$ cat config.mk
export PLATFORM = sky130hd
export DESIGN_NAME = membus_cycle_ctrl
export DESIGN_NICKNAME = d
export VERILOG_FILES = /design/src/rtl/mbc_pkg.sv /design/src/rtl/mbc_sequencer.sv /design/src/rtl/mbc_xfer_regs.sv /design/src/rtl/membus_cycle_ctrl.sv
export SDC_FILE = /design/constraint.sdc
export NUM_CORES = 1
export LEC_CHECK = 0
export BUFFER_PORTS_ARGS = -buffer_cell sky130_fd_sc_hd__buf_2
export CORE_ASPECT_RATIO = 0.6
export CORE_MARGIN = 2
export CORE_UTILIZATION = 47
export CTS_CLUSTER_DIAMETER = 60
export DETAILED_ROUTE_END_ITERATION = 16
export PLACE_DENSITY = 0.84
export SYNTH_ARGS = -nofsm -noshare
export SYNTH_HDL_FRONTEND = slang
export SYNTH_HIERARCHICAL = 1
export SYNTH_SLANG_ARGS = --single-unit
$ cat constraint.sdc
create_clock -name clk -period 3.6 [get_ports clk]
set_clock_uncertainty 0.1 [all_clocks]
set_input_delay 0.54 -clock clk [delete_from_list [all_inputs] [get_ports clk]]
set_output_delay 0.54 -clock clk [all_outputs]
set_load 0.02 [all_outputs]
$ cat src/rtl/mbc_pkg.sv
package mbc_pkg;

    typedef enum logic [2:0] {
        ST_IDLE,
        ST_SETUP,
        ST_STROBE,
        ST_WAIT,
        ST_FINISH
    } mbc_state_e;

    // Phases in which the selected strobe is held low.
    function automatic logic strobe_phase(input mbc_state_e st);
        return (st == ST_STROBE) || (st == ST_WAIT);
    endfunction

    // Phases in which write data is driven onto the bus.
    function automatic logic drive_phase(input mbc_state_e st);
        return (st == ST_STROBE) || (st == ST_WAIT) || (st == ST_FINISH);
    endfunction

endpackage

$ cat src/rtl/mbc_sequencer.sv
module mbc_sequencer
    import mbc_pkg::*;
(
    input  logic       clk,
    input  logic       rst,
    input  logic       start,
    input  logic       mem_ready,
    output mbc_state_e state
);

    mbc_state_e state_q, state_d;

    always_comb begin
        state_d = state_q;
        unique case (state_q)
            ST_IDLE:   if (start) state_d = ST_SETUP;
            ST_SETUP:  state_d = ST_STROBE;
            ST_STROBE: state_d = ST_WAIT;
            ST_WAIT:   if (mem_ready) state_d = ST_FINISH;
            ST_FINISH: state_d = ST_IDLE;
            default:   state_d = ST_IDLE;
        endcase
    end

    always_ff @(posedge clk) begin
        if (rst) state_q <= ST_IDLE;
        else     state_q <= state_d;
    end

    assign state = state_q;


    no_restart_chk: assert property (@(posedge clk) disable iff (rst)
        (state_q != ST_IDLE) |=> (state_q != ST_SETUP));


    wait_hold_chk: assert property (@(posedge clk) disable iff (rst)
        (state_q == ST_WAIT && !mem_ready) |=> (state_q == ST_WAIT));

endmodule

$ cat src/rtl/mbc_xfer_regs.sv
module mbc_xfer_regs #(
    parameter int AW = 20,
    parameter int DW = 16
) (
    input  logic          clk,
    input  logic          rst,
    input  logic          load,
    input  logic          load_write,
    input  logic [AW-1:0] load_addr,
    input  logic [DW-1:0] load_wdata,
    input  logic          capture,
    input  logic [DW-1:0] cap_data,
    output logic          write_q,
    output logic [AW-1:0] addr_q,
    output logic [DW-1:0] wdata_q,
    output logic [DW-1:0] rdata_q
);

    always_ff @(posedge clk) begin
        if (rst) begin
            write_q <= 1'b0;
            addr_q  <= '0;
            wdata_q <= '0;
        end else if (load) begin
            write_q <= load_write;
            addr_q  <= load_addr;
            wdata_q <= load_wdata;
        end
    end

    always_ff @(posedge clk) begin
        if (rst)          rdata_q <= '0;
        else if (capture) rdata_q <= cap_data;
    end


    cap_read_only_chk: assert property (@(posedge clk) disable iff (rst)
        capture |-> !write_q);

endmodule

$ cat src/rtl/membus_cycle_ctrl.sv
module membus_cycle_ctrl
    import mbc_pkg::*;
#(
    parameter int AW = 20,
    parameter int DW = 16
) (
    input  logic          clk,
    input  logic          rst,
    input  logic          req_valid,
    input  logic          req_write,
    input  logic [AW-1:0] req_addr,
    input  logic [DW-1:0] req_wdata,
    output logic          req_ready,
    output logic          rsp_done,
    output logic [DW-1:0] rsp_rdata,
    output logic [AW-1:0] mem_addr,
    output logic          mem_rd_n,
    output logic          mem_wr_n,
    output logic [DW-1:0] mem_wdata,
    output logic          mem_wdata_oe,
    input  logic [DW-1:0] mem_rdata,
    input  logic          mem_ready
);

    mbc_state_e    st;
    logic          accept;
    logic          capture;
    logic          write_q;
    logic [AW-1:0] addr_q;
    logic [DW-1:0] wdata_q;
    logic [DW-1:0] rdata_q;

    assign req_ready = (st == ST_IDLE);
    assign accept    = req_valid && req_ready;
    assign capture   = (st == ST_WAIT) && mem_ready && !write_q;

    mbc_sequencer u_seq (
        .clk       (clk),
        .rst       (rst),
        .start     (accept),
        .mem_ready (mem_ready),
        .state     (st)
    );

    mbc_xfer_regs #(.AW(AW), .DW(DW)) u_regs (
        .clk        (clk),
        .rst        (rst),
        .load       (accept),
        .load_write (req_write),
        .load_addr  (req_addr),
        .load_wdata (req_wdata),
        .capture    (capture),
        .cap_data   (mem_rdata),
        .write_q    (write_q),
        .addr_q     (addr_q),
        .wdata_q    (wdata_q),
        .rdata_q    (rdata_q)
    );

    assign mem_addr     = addr_q;
    assign mem_wdata    = wdata_q;
    assign mem_rd_n     = !(strobe_phase(st) && !write_q);
    assign mem_wr_n     = !(strobe_phase(st) && write_q);
    assign mem_wdata_oe = drive_phase(st) && write_q;
    assign rsp_done     = (st == ST_FINISH);
    assign rsp_rdata    = rdata_q;


    strobe_excl_chk: assert property (@(posedge clk) disable iff (rst)
        !(!mem_rd_n && !mem_wr_n));


    addr_setup_chk: assert property (@(posedge clk) disable iff (rst)
        ($fell(mem_rd_n) || $fell(mem_wr_n)) |-> $stable(mem_addr));


    min_low_rd_chk: assert property (@(posedge clk) disable iff (rst)
        $fell(mem_rd_n) |=> !mem_rd_n);


    min_low_wr_chk: assert property (@(posedge clk) disable iff (rst)
        $fell(mem_wr_n) |=> !mem_wr_n);


    release_done_chk: assert property (@(posedge clk) disable iff (rst)
        ($rose(mem_rd_n) || $rose(mem_wr_n)) |-> rsp_done);


    done_pulse_chk: assert property (@(posedge clk) disable iff (rst)
        rsp_done |=> !rsp_done);


    oe_read_chk: assert property (@(posedge clk) disable iff (rst)
        mem_wdata_oe |-> mem_rd_n);


    busy_done_chk: assert property (@(posedge clk) disable iff (rst)
        rsp_done |-> !req_ready);

endmodule

Word level (Yosys, flattened, before mapping)
Index checks and enable logic that the tools add are counted.
{"block": "totals", "regBits": 56, "inputBits": 57, "out_inout_bits": 57, "elab_cells": 27}
{"block": "classes", "eq_ne": 6, "n_mux": 3, "reduce_logical": 13}
{"op": "case mux 3 bit (4 select lines)", "count": 1}
{"op": "== test 3 x 2 -> 1 bit, second input constant", "count": 2}
{"op": "logical AND 1 bit", "count": 6}
{"op": "two-way mux 3 bit", "count": 2}
{"op": "== test 3 x 1 -> 1 bit, second input constant", "count": 1}
{"op": "== test 3 bit, second input constant", "count": 1}
{"op": "logical NOT 1 bit", "count": 3}
{"op": "logical NOT 3 bit", "count": 1}
{"op": "logical OR 1 bit", "count": 2}
{"op": "inequality test 2 x 1 -> 1 bit, second input constant", "count": 1}
{"op": "inequality test 2 bit, second input constant", "count": 1}
{"op": "AND reduction 2 bit", "count": 1}

Logic depth before layout (Yosys ltp)
Gate-level depths: netlist (run 1).
{"block": "logic_depth", "ltp_word": 4, "depth_mapped": 6}

Cells and area by module
Netlist (run 1), hierarchy kept.
{"module": "mbc_xfer_regs", "n_inst": 1, "cells_each": 171, "area_each_um2": 1910.6, "seq_area_each_um2": 1061.0}
{"module": "mbc_sequencer", "n_inst": 1, "cells_each": 10, "area_each_um2": 116.4, "seq_area_each_um2": 60.1}
{"module": "membus_cycle_ctrl", "n_inst": 1, "cells_each": 8, "area_each_um2": 53.8, "seq_area_each_um2": 0.0}

Worst setup path after synthesis (run 1)
Ideal clock, no wire load.
{"block": "synth_timing", "kind": "register to output", "from": "register u_seq.state_q[2] (netlist: u_seq/state[2])", "to": "output mem_wdata_oe", "t_arrival_ns": 1.298, "setup_slack_ns": 1.662, "path_stages_with_launch": 3, "n_path_buf": 0, "path_cell_list": "dfxtp_1 > nor3b_1 > o21a_1"}
{"element": "start: declaration", "line_no": "mbc_sequencer.sv:11", "rtl": "mbc_state_e state_q, state_d;"}
{"element": "start signal: assignment", "line_no": "mbc_sequencer.sv:27", "rtl": "else state_q <= state_d;"}
{"element": "== test 3 bit"}
{"element": "net rsp_done", "line_no": "membus_cycle_ctrl.sv:14", "rtl": "output logic rsp_done,"}
{"element": "logical OR 1 bit", "line_no": "mbc_pkg.sv:18", "rtl": "return (st == ST_STROBE) || (st == ST_WAIT) || (st == ST_FINISH);"}
{"element": "logical AND 1 bit", "line_no": "membus_cycle_ctrl.sv:64", "rtl": "assign mem_wdata_oe = drive_phase(st) && write_q;"}
{"element": "end: declaration", "line_no": "membus_cycle_ctrl.sv:20", "rtl": "output logic mem_wdata_oe,"}
The timed path passes the listed nets, and every way through them passes these cells.

Final worst setup path (run 1)
{"block": "layout_timing", "from": "register u_seq.state_q[2] (netlist: u_seq/state[2])", "to": "register u_regs.addr_q[17]"}
{"block": "layout_between", "elab_chain_len": 2}
{"element": "logical NOT 3 bit", "line_no": "membus_cycle_ctrl.sv:33", "rtl": "assign req_ready = (st == ST_IDLE);"}
{"element": "logical AND 1 bit", "line_no": "membus_cycle_ctrl.sv:34", "rtl": "assign accept = req_valid && req_ready;"}
{"element": "net accept", "line_no": "membus_cycle_ctrl.sv:26", "rtl": "logic accept;"}
{"element": "end signal: assignment", "line_no": "mbc_xfer_regs.sv:26", "rtl": "addr_q <= load_addr;"}
{"element": "end: declaration", "line_no": "mbc_xfer_regs.sv:14", "rtl": "output logic [AW-1:0] addr_q,"}
The timed path passes the listed nets, and every way through them passes these cells.
A chain may end at the register's enable or synchronous reset.

==> reports/qor.txt, run 1 <==
outcome: complete, no violations
CP Data Required Time: 3.65 ns
sequential share of power: 52.4%
Synthesis Warnings: 6
max_slew headroom: 24.8%
first-pass GRT wire length: 6.73 mm
dpl hpwl: 2.97 mm
Seq cells post-synth: 56
most frequent cell after synthesis: dfxtp_1
TritonCTS clock tree: done
main combinational cell family by area after synthesis: multiplexers
top cells by area, synth: dfxtp_1 54%, mux2i_1 25%, nor2_1 9.7%
VDD IR-drop max: 0.211 mV
crit end category: flop
CP Data Arrival Time: 2.19 ns
Power Density: 492 nW/um2
synth-to-layout area growth: 29.5%
Max FO, Critical Path: 38
num ports: 114
Final Cell Area: 2700 um2
1st-iter DRT viols: 54
Yosys top cell by area: dfxtp_1
number of port buffers: 113
Die Ht: 55.5 um
sw frac: 28.5%
Pre-antenna DRT Iters: 4
H-tree levels: 2
CTS Hold Bufs: 0
num rows: 18
Die X: 89.9 um
Initial Utilization: 49.7%
Total Power: 1.33 mW
Die ar.: 4990 um2
final wirelength: 4.16 mm
dpl cell area: 2600 um2
Synth Cell Area: 2080 um2
Final ANT Viol Nets: 0
Worst Tran Pin Value: 1.13 ns
via count: 1642
met2 WL: 1.66 mm
largest net degree at the start of global routing: 57
routed wl met3: 447 um
RSZ-0062 raised after global routing: false
DRC Markers: 0
fill cell count: 353
top_reg_cell synth: dfxtp_1
RePlAce Congestion: 0.674
Post-Synth Simple-Gate Area: 13.8%
Max Cap Viol: 0
Pint: 950 uW
number of global-route vias before repair: 1486
gr ovfl total: 0
Setup Viol. Count Final: 0
routed metal-1 wire length: 2.04 mm
Fin. Hold Viols: 0
Worst-Skew Late Latency: 0.29 ns
sequential area share after synthesis: 53.9%
max layer used: met4
Worst Hold Class: in2reg
Avg Cell Area, Syn: 11.0 um2
Mapped Nets: 246
CTS sink cnt: 56
Clk pwr share: 25.3%
final layout net count: 354
startpoint types: flop
Overall Global Routing Usage: 16.5%
Net Sw Power: 378 uW
adder-cell area share of the yosys netlist: 0%
clock slew at reported path FFs: 0.09 ns
Yosys top cell area share: 53.9%
Mapped Cells: 189
core box area: 4190 um2
routed len/inst: 11.6 um
initial antenna violation count: 0
total CTS buffers: 5
FMAX: 465 MHz
Netlist cell types: 22
CTS max path bufs: 2
clk root buf: clkbuf_8
layout cells sized above 1: 41.6%
mux contribution to synthesized area: 25.5%
Avg Vias per Cell: 4.59
Post-synth top cells: 56 x dfxtp_1, 54 x nor2_1, 53 x mux2i_1
CTS resizes: 0
final period utilization: 59.7%
Min Hold Slack: 0.378 ns
Post-synth EDFFs: 0
Max Transition Viols Final: 0
Comb pwr share: 22.3%
# diodes: 0
Pleak: 1.34 nW
Min Clock Period, post-route: 2.15 ns
total negative slack: 0 ns
Post-CTS Setup Inserts: 0
WS Path Type: reg2reg
Post-synth ARST share: 0%
Synth Area in XOR/XNOR: 0%
post-synthesis compound-gate area fraction: 1.08%
-- per-layer routing --
layer / global-route usage [%] / vias up
li1: - / 842
met1: 22.7 / 717
met2: 24.9 / 81
met3: 6.28 / 2
met4: 3.30 / 0
met5: 0 / -
-- stage by stage --
step / cells / worst slack, ns / util [%]
2_1_floorplan: 189 / 1.66 / -
3_3_place_gp: 350 / 1.49 / 62.1
3_5_place_dp: 350 / 1.46 / 62.1
4_1_cts: 358 / 1.45 / 64.3
5_1_grt: 358 / 1.30 / 64.3
6_report: 358 / 1.45 / 64.3
-- flip-flops by register name, indices dropped and copies added (netlist names) --
register and flops:
u_regs/write_q 1, u_seq/state 3, u_regs/wdata_q 16, u_regs/rdata_q 16, u_regs/addr_q 20
-- worst max-delay path: stages, from the launching register on --
cell and delay, ns:
dfxtp_1 0.37, nor3_1 0.24, and2_2 0.94, mux2i_1 0.28, nor2_1 0.06
-- cell usage in the layout (no fill, tap or decap) --
| cell type | synthesis | routed |
|---|---|---|
| a211oi_1 | 1 | 1 |
| nor3b_1 | 1 | 1 |
| mux2i_1 | 53 | 53 |
| and4b_1 | 1 | 1 |
| o21bai_1 | 1 | 1 |
| nor4_2 | 1 | 1 |
| and2b_1 | 1 | 1 |
| and3_1 | 1 | 1 |
| nor3b_2 | 1 | 1 |
| clkbuf_8 | 0 | 6 |
| and2_2 | 0 | 1 |
| dfxtp_1 | 56 | 56 |
| clkinv_2 | 0 | 2 |
| buf_2 | 3 | 113 |
| nand2_1 | 1 | 1 |
| o21a_1 | 1 | 1 |
| nor3_1 | 1 | 1 |
| nor2_1 | 54 | 54 |
| nand2b_1 | 2 | 2 |
-- power groups by stage --
stage          Combinational, mW  Clock (mW)  Sequential [mW]
2_1_floorplan              0.174           0            0.761
3_3_place_gp               0.294           0            0.709
3_5_place_dp               0.298           0            0.710
4_1_cts                    0.298       0.350            0.696
5_1_grt                    0.321       0.376            0.703
6_report                   0.296       0.336            0.695
-- cell type report --
class,count,area [um2],area share (%)
clock inverters,2,10.0,0.371
repair buffers,113,566,21.0
multi-input cells,121,841,31.2
clock buffers,6,82.6,3.06
well taps,60,75.1,2.79
flip-flops and latches,56,1120,41.6
-- worst paths after layout --
| path | start | endpoint | slack [ns] | cells past startpoint |
|---|---|---|---|---|
| max | u_seq/state[2] | u_regs/addr_q[17] | 1.45 | 4 |
| min | req_wdata[0] | u_regs/wdata_q[0] | 0.38 | 3 |
| max reg2reg | u_seq/state[2] | u_regs/addr_q[17] | 1.45 | 4 |
| min reg2reg | u_regs/wdata_q[12] | u_regs/wdata_q[12] | 0.39 | 2 |
-- logic make-up (layout without fill, tap and decap cells) --
kind of cell    Yosys count  count (layout)
buf+inv                  12             121
simple gates             65              65
flops                    56              56
mux                      53              53
compound gates            3               3
Note: power is estimated with default switching activity, not from simulation.
==> run 2, diff against run 1 <==
--- a/config.mk
+++ b/config.mk
@@ -8,10 +8,10 @@
 export BUFFER_PORTS_ARGS = -buffer_cell sky130_fd_sc_hd__buf_2
 export CORE_ASPECT_RATIO = 0.6
 export CORE_MARGIN = 2
-export CORE_UTILIZATION = 47
+export CORE_UTILIZATION = 39
 export CTS_CLUSTER_DIAMETER = 60
 export DETAILED_ROUTE_END_ITERATION = 16
-export PLACE_DENSITY = 0.84
+export PLACE_DENSITY = 0.74
 export SYNTH_ARGS = -nofsm -noshare
 export SYNTH_HDL_FRONTEND = slang
 export SYNTH_HIERARCHICAL = 1
==> constraint.sdc (replaced) <==
create_clock -name clk -period 1.9 [get_ports clk]
set_clock_uncertainty 0.1 [all_clocks]
set_input_delay 0.285 -clock clk [delete_from_list [all_inputs] [get_ports clk]]
set_output_delay 0.285 -clock clk [all_outputs]
set_load 0.02 [all_outputs]
==> run 2 against run 1 <==
Against the previous run: die area increased by 19%; via count increased by 3.4%; non-clock buffer count increased by 4; total power increased by 93%; first-iteration DRC count decreased by 15%; critical path depth decreased by 1; worst setup slack got worse by 1.3 ns; clock-buffer cell count increased by 1; register-to-register slack got worse by 1.2 ns; critical endpoint is now mem_wdata_oe.
==> reports/qor.txt, run 2 (synthesis gave the netlist of run 1 again) <==
outcome: complete, no violations
Final ANT Viol Nets: 0
RePlAce Congestion: 0.731
max_slew headroom: 70.7%
startpoint types: flop
Total Power: 2.56 mW
commonest non-fill, non-tap cell in the layout: buf_2
Post-CTS Setup Inserts: 0
Top reg by flops: u_regs/addr_q
synth-to-layout area growth: 33.4%
post-placement cell count: 360
clk root buf: clkbuf_8
Layout Cells excl Fill: 368
CTS resizes: 0
largest net degree at the start of global routing: 36
Worst Hold Class: in2reg
post-layout util: 54.4%
PnR worst setup slack: 0.138 ns
final period utilization: 92.7%
most frequent cells in the layout: 113 x buf_2, 56 x dfxtp_1, 54 x nor2_1, 53 x mux2i_1, 6 x clkbuf_8
Power Density: 921 nW/um2
TritonCTS clock tree: done
Max FO, Critical Path: 6
number of port buffers: 113
layout cells sized above 1: 42.4%
total CTS buffers: 5
clock slew at reported path FFs: 0.09 ns
CTS max path bufs: 2
Worst-Skew Late Latency: 0.29 ns
Worst Tran Pin Value: 0.440 ns
Max Transition Viols Final: 0
Avg Vias per Cell: 4.61
worst slack at placement: 0.312 ns
FMAX: 568 MHz
VDD IR-drop max: 0.354 mV
Final Cell Area: 2780 um2
initial antenna violation count: 0
Die X: 98.3 um
Pleak: 1.37 nW
DRC Markers: 0
RSZ-0062 raised after global routing: false
H-tree levels: 2
Pre-antenna DRT Iters: 4
core box area: 5100 um2
Worst R2R Path Depth: 5
final wirelength: 4.34 mm
Setup Viol. Count Final: 0
first-pass GRT wire length: 6.73 mm
number of global-route vias before repair: 1551
CTS Hold Bufs: 0
Fin. Hold Viols: 0
Max Cap Viol: 0
Die Ht: 60.6 um
1st-iter DRT viols: 46
CP Data Required Time: 1.51 ns
via count: 1698
num ports: 114
Min Clock Period, post-route: 1.76 ns
Reg2Reg Setup Slack: 0.28 ns
largest registers: u_regs/addr_q: 20 flops, u_regs/rdata_q: 16 flops, u_regs/wdata_q: 16 flops
dpl cell area: 2680 um2
gr ovfl total: 0
final layout net count: 358
crit end category: primary output
hold path depth: 3
CP Data Arrival Time: 1.38 ns
num rows: 20
CTS sink cnt: 56
routed len/inst: 11.8 um
Overall Global Routing Usage: 14.0%
dpl hpwl: 3.21 mm
Die ar.: 5950 um2
max FFs per register: 20
# diodes: 0
total negative slack: 0 ns
WS Path Type: reg2out
Min Hold Slack: 0.120 ns
Initial Utilization: 40.8%
-- run 2: cell count changes in the layout (fill, tap and decap cells not counted), sizes merged --
cell / previous run / this run
clkinv: 2 / 0
clkbuf: 6 / 7
clkinvlp: 0 / 1
buf: 113 / 117
-- run 2: where the power goes --
part / switching (mW) / leakage, nW / internal (mW)
Clock: 0.356 / 0.0445 / 0.297
Sequential: 0.0533 / 0.458 / 1.27
Combinational: 0.326 / 0.865 / 0.261
Total: 0.735 / 1.37 / 1.82
-- run 2: metal layers --
metal,GRT usage [%],routed length [um],vias up
met4,3.91,13,0
li1,-,-,851
met2,22.4,1870,83
met3,6.68,472,2
met5,0,0,-
met1,17.3,1980,762
-- run 2: layout make-up --
type | count | area, um2
fill | 463 | 2330
sequential | 56 | 1120
multi-input combinational | 121 | 846
timing repair buffer | 117 | 633
clock buffer | 7 | 86.3
tap | 66 | 82.6
clock inverter | 1 | 7.51
-- run 2: final timing paths --
check | from | endpoint
setup reg to reg | u_seq/state[1] | u_regs/rdata_q[14]
hold reg to reg | u_regs/rdata_q[15] | u_regs/rdata_q[15]
hold / removal | mem_rdata[7] | u_regs/rdata_q[7]
setup / recovery | u_seq/state[2] | mem_wdata_oe
-- run 2: worst max-delay path, stage by stage, from the launching register on --
cell,delay [ns]
dfxtp_1,0.47
nor3b_1,0.32
o21a_1,0.14
buf_2,0.15
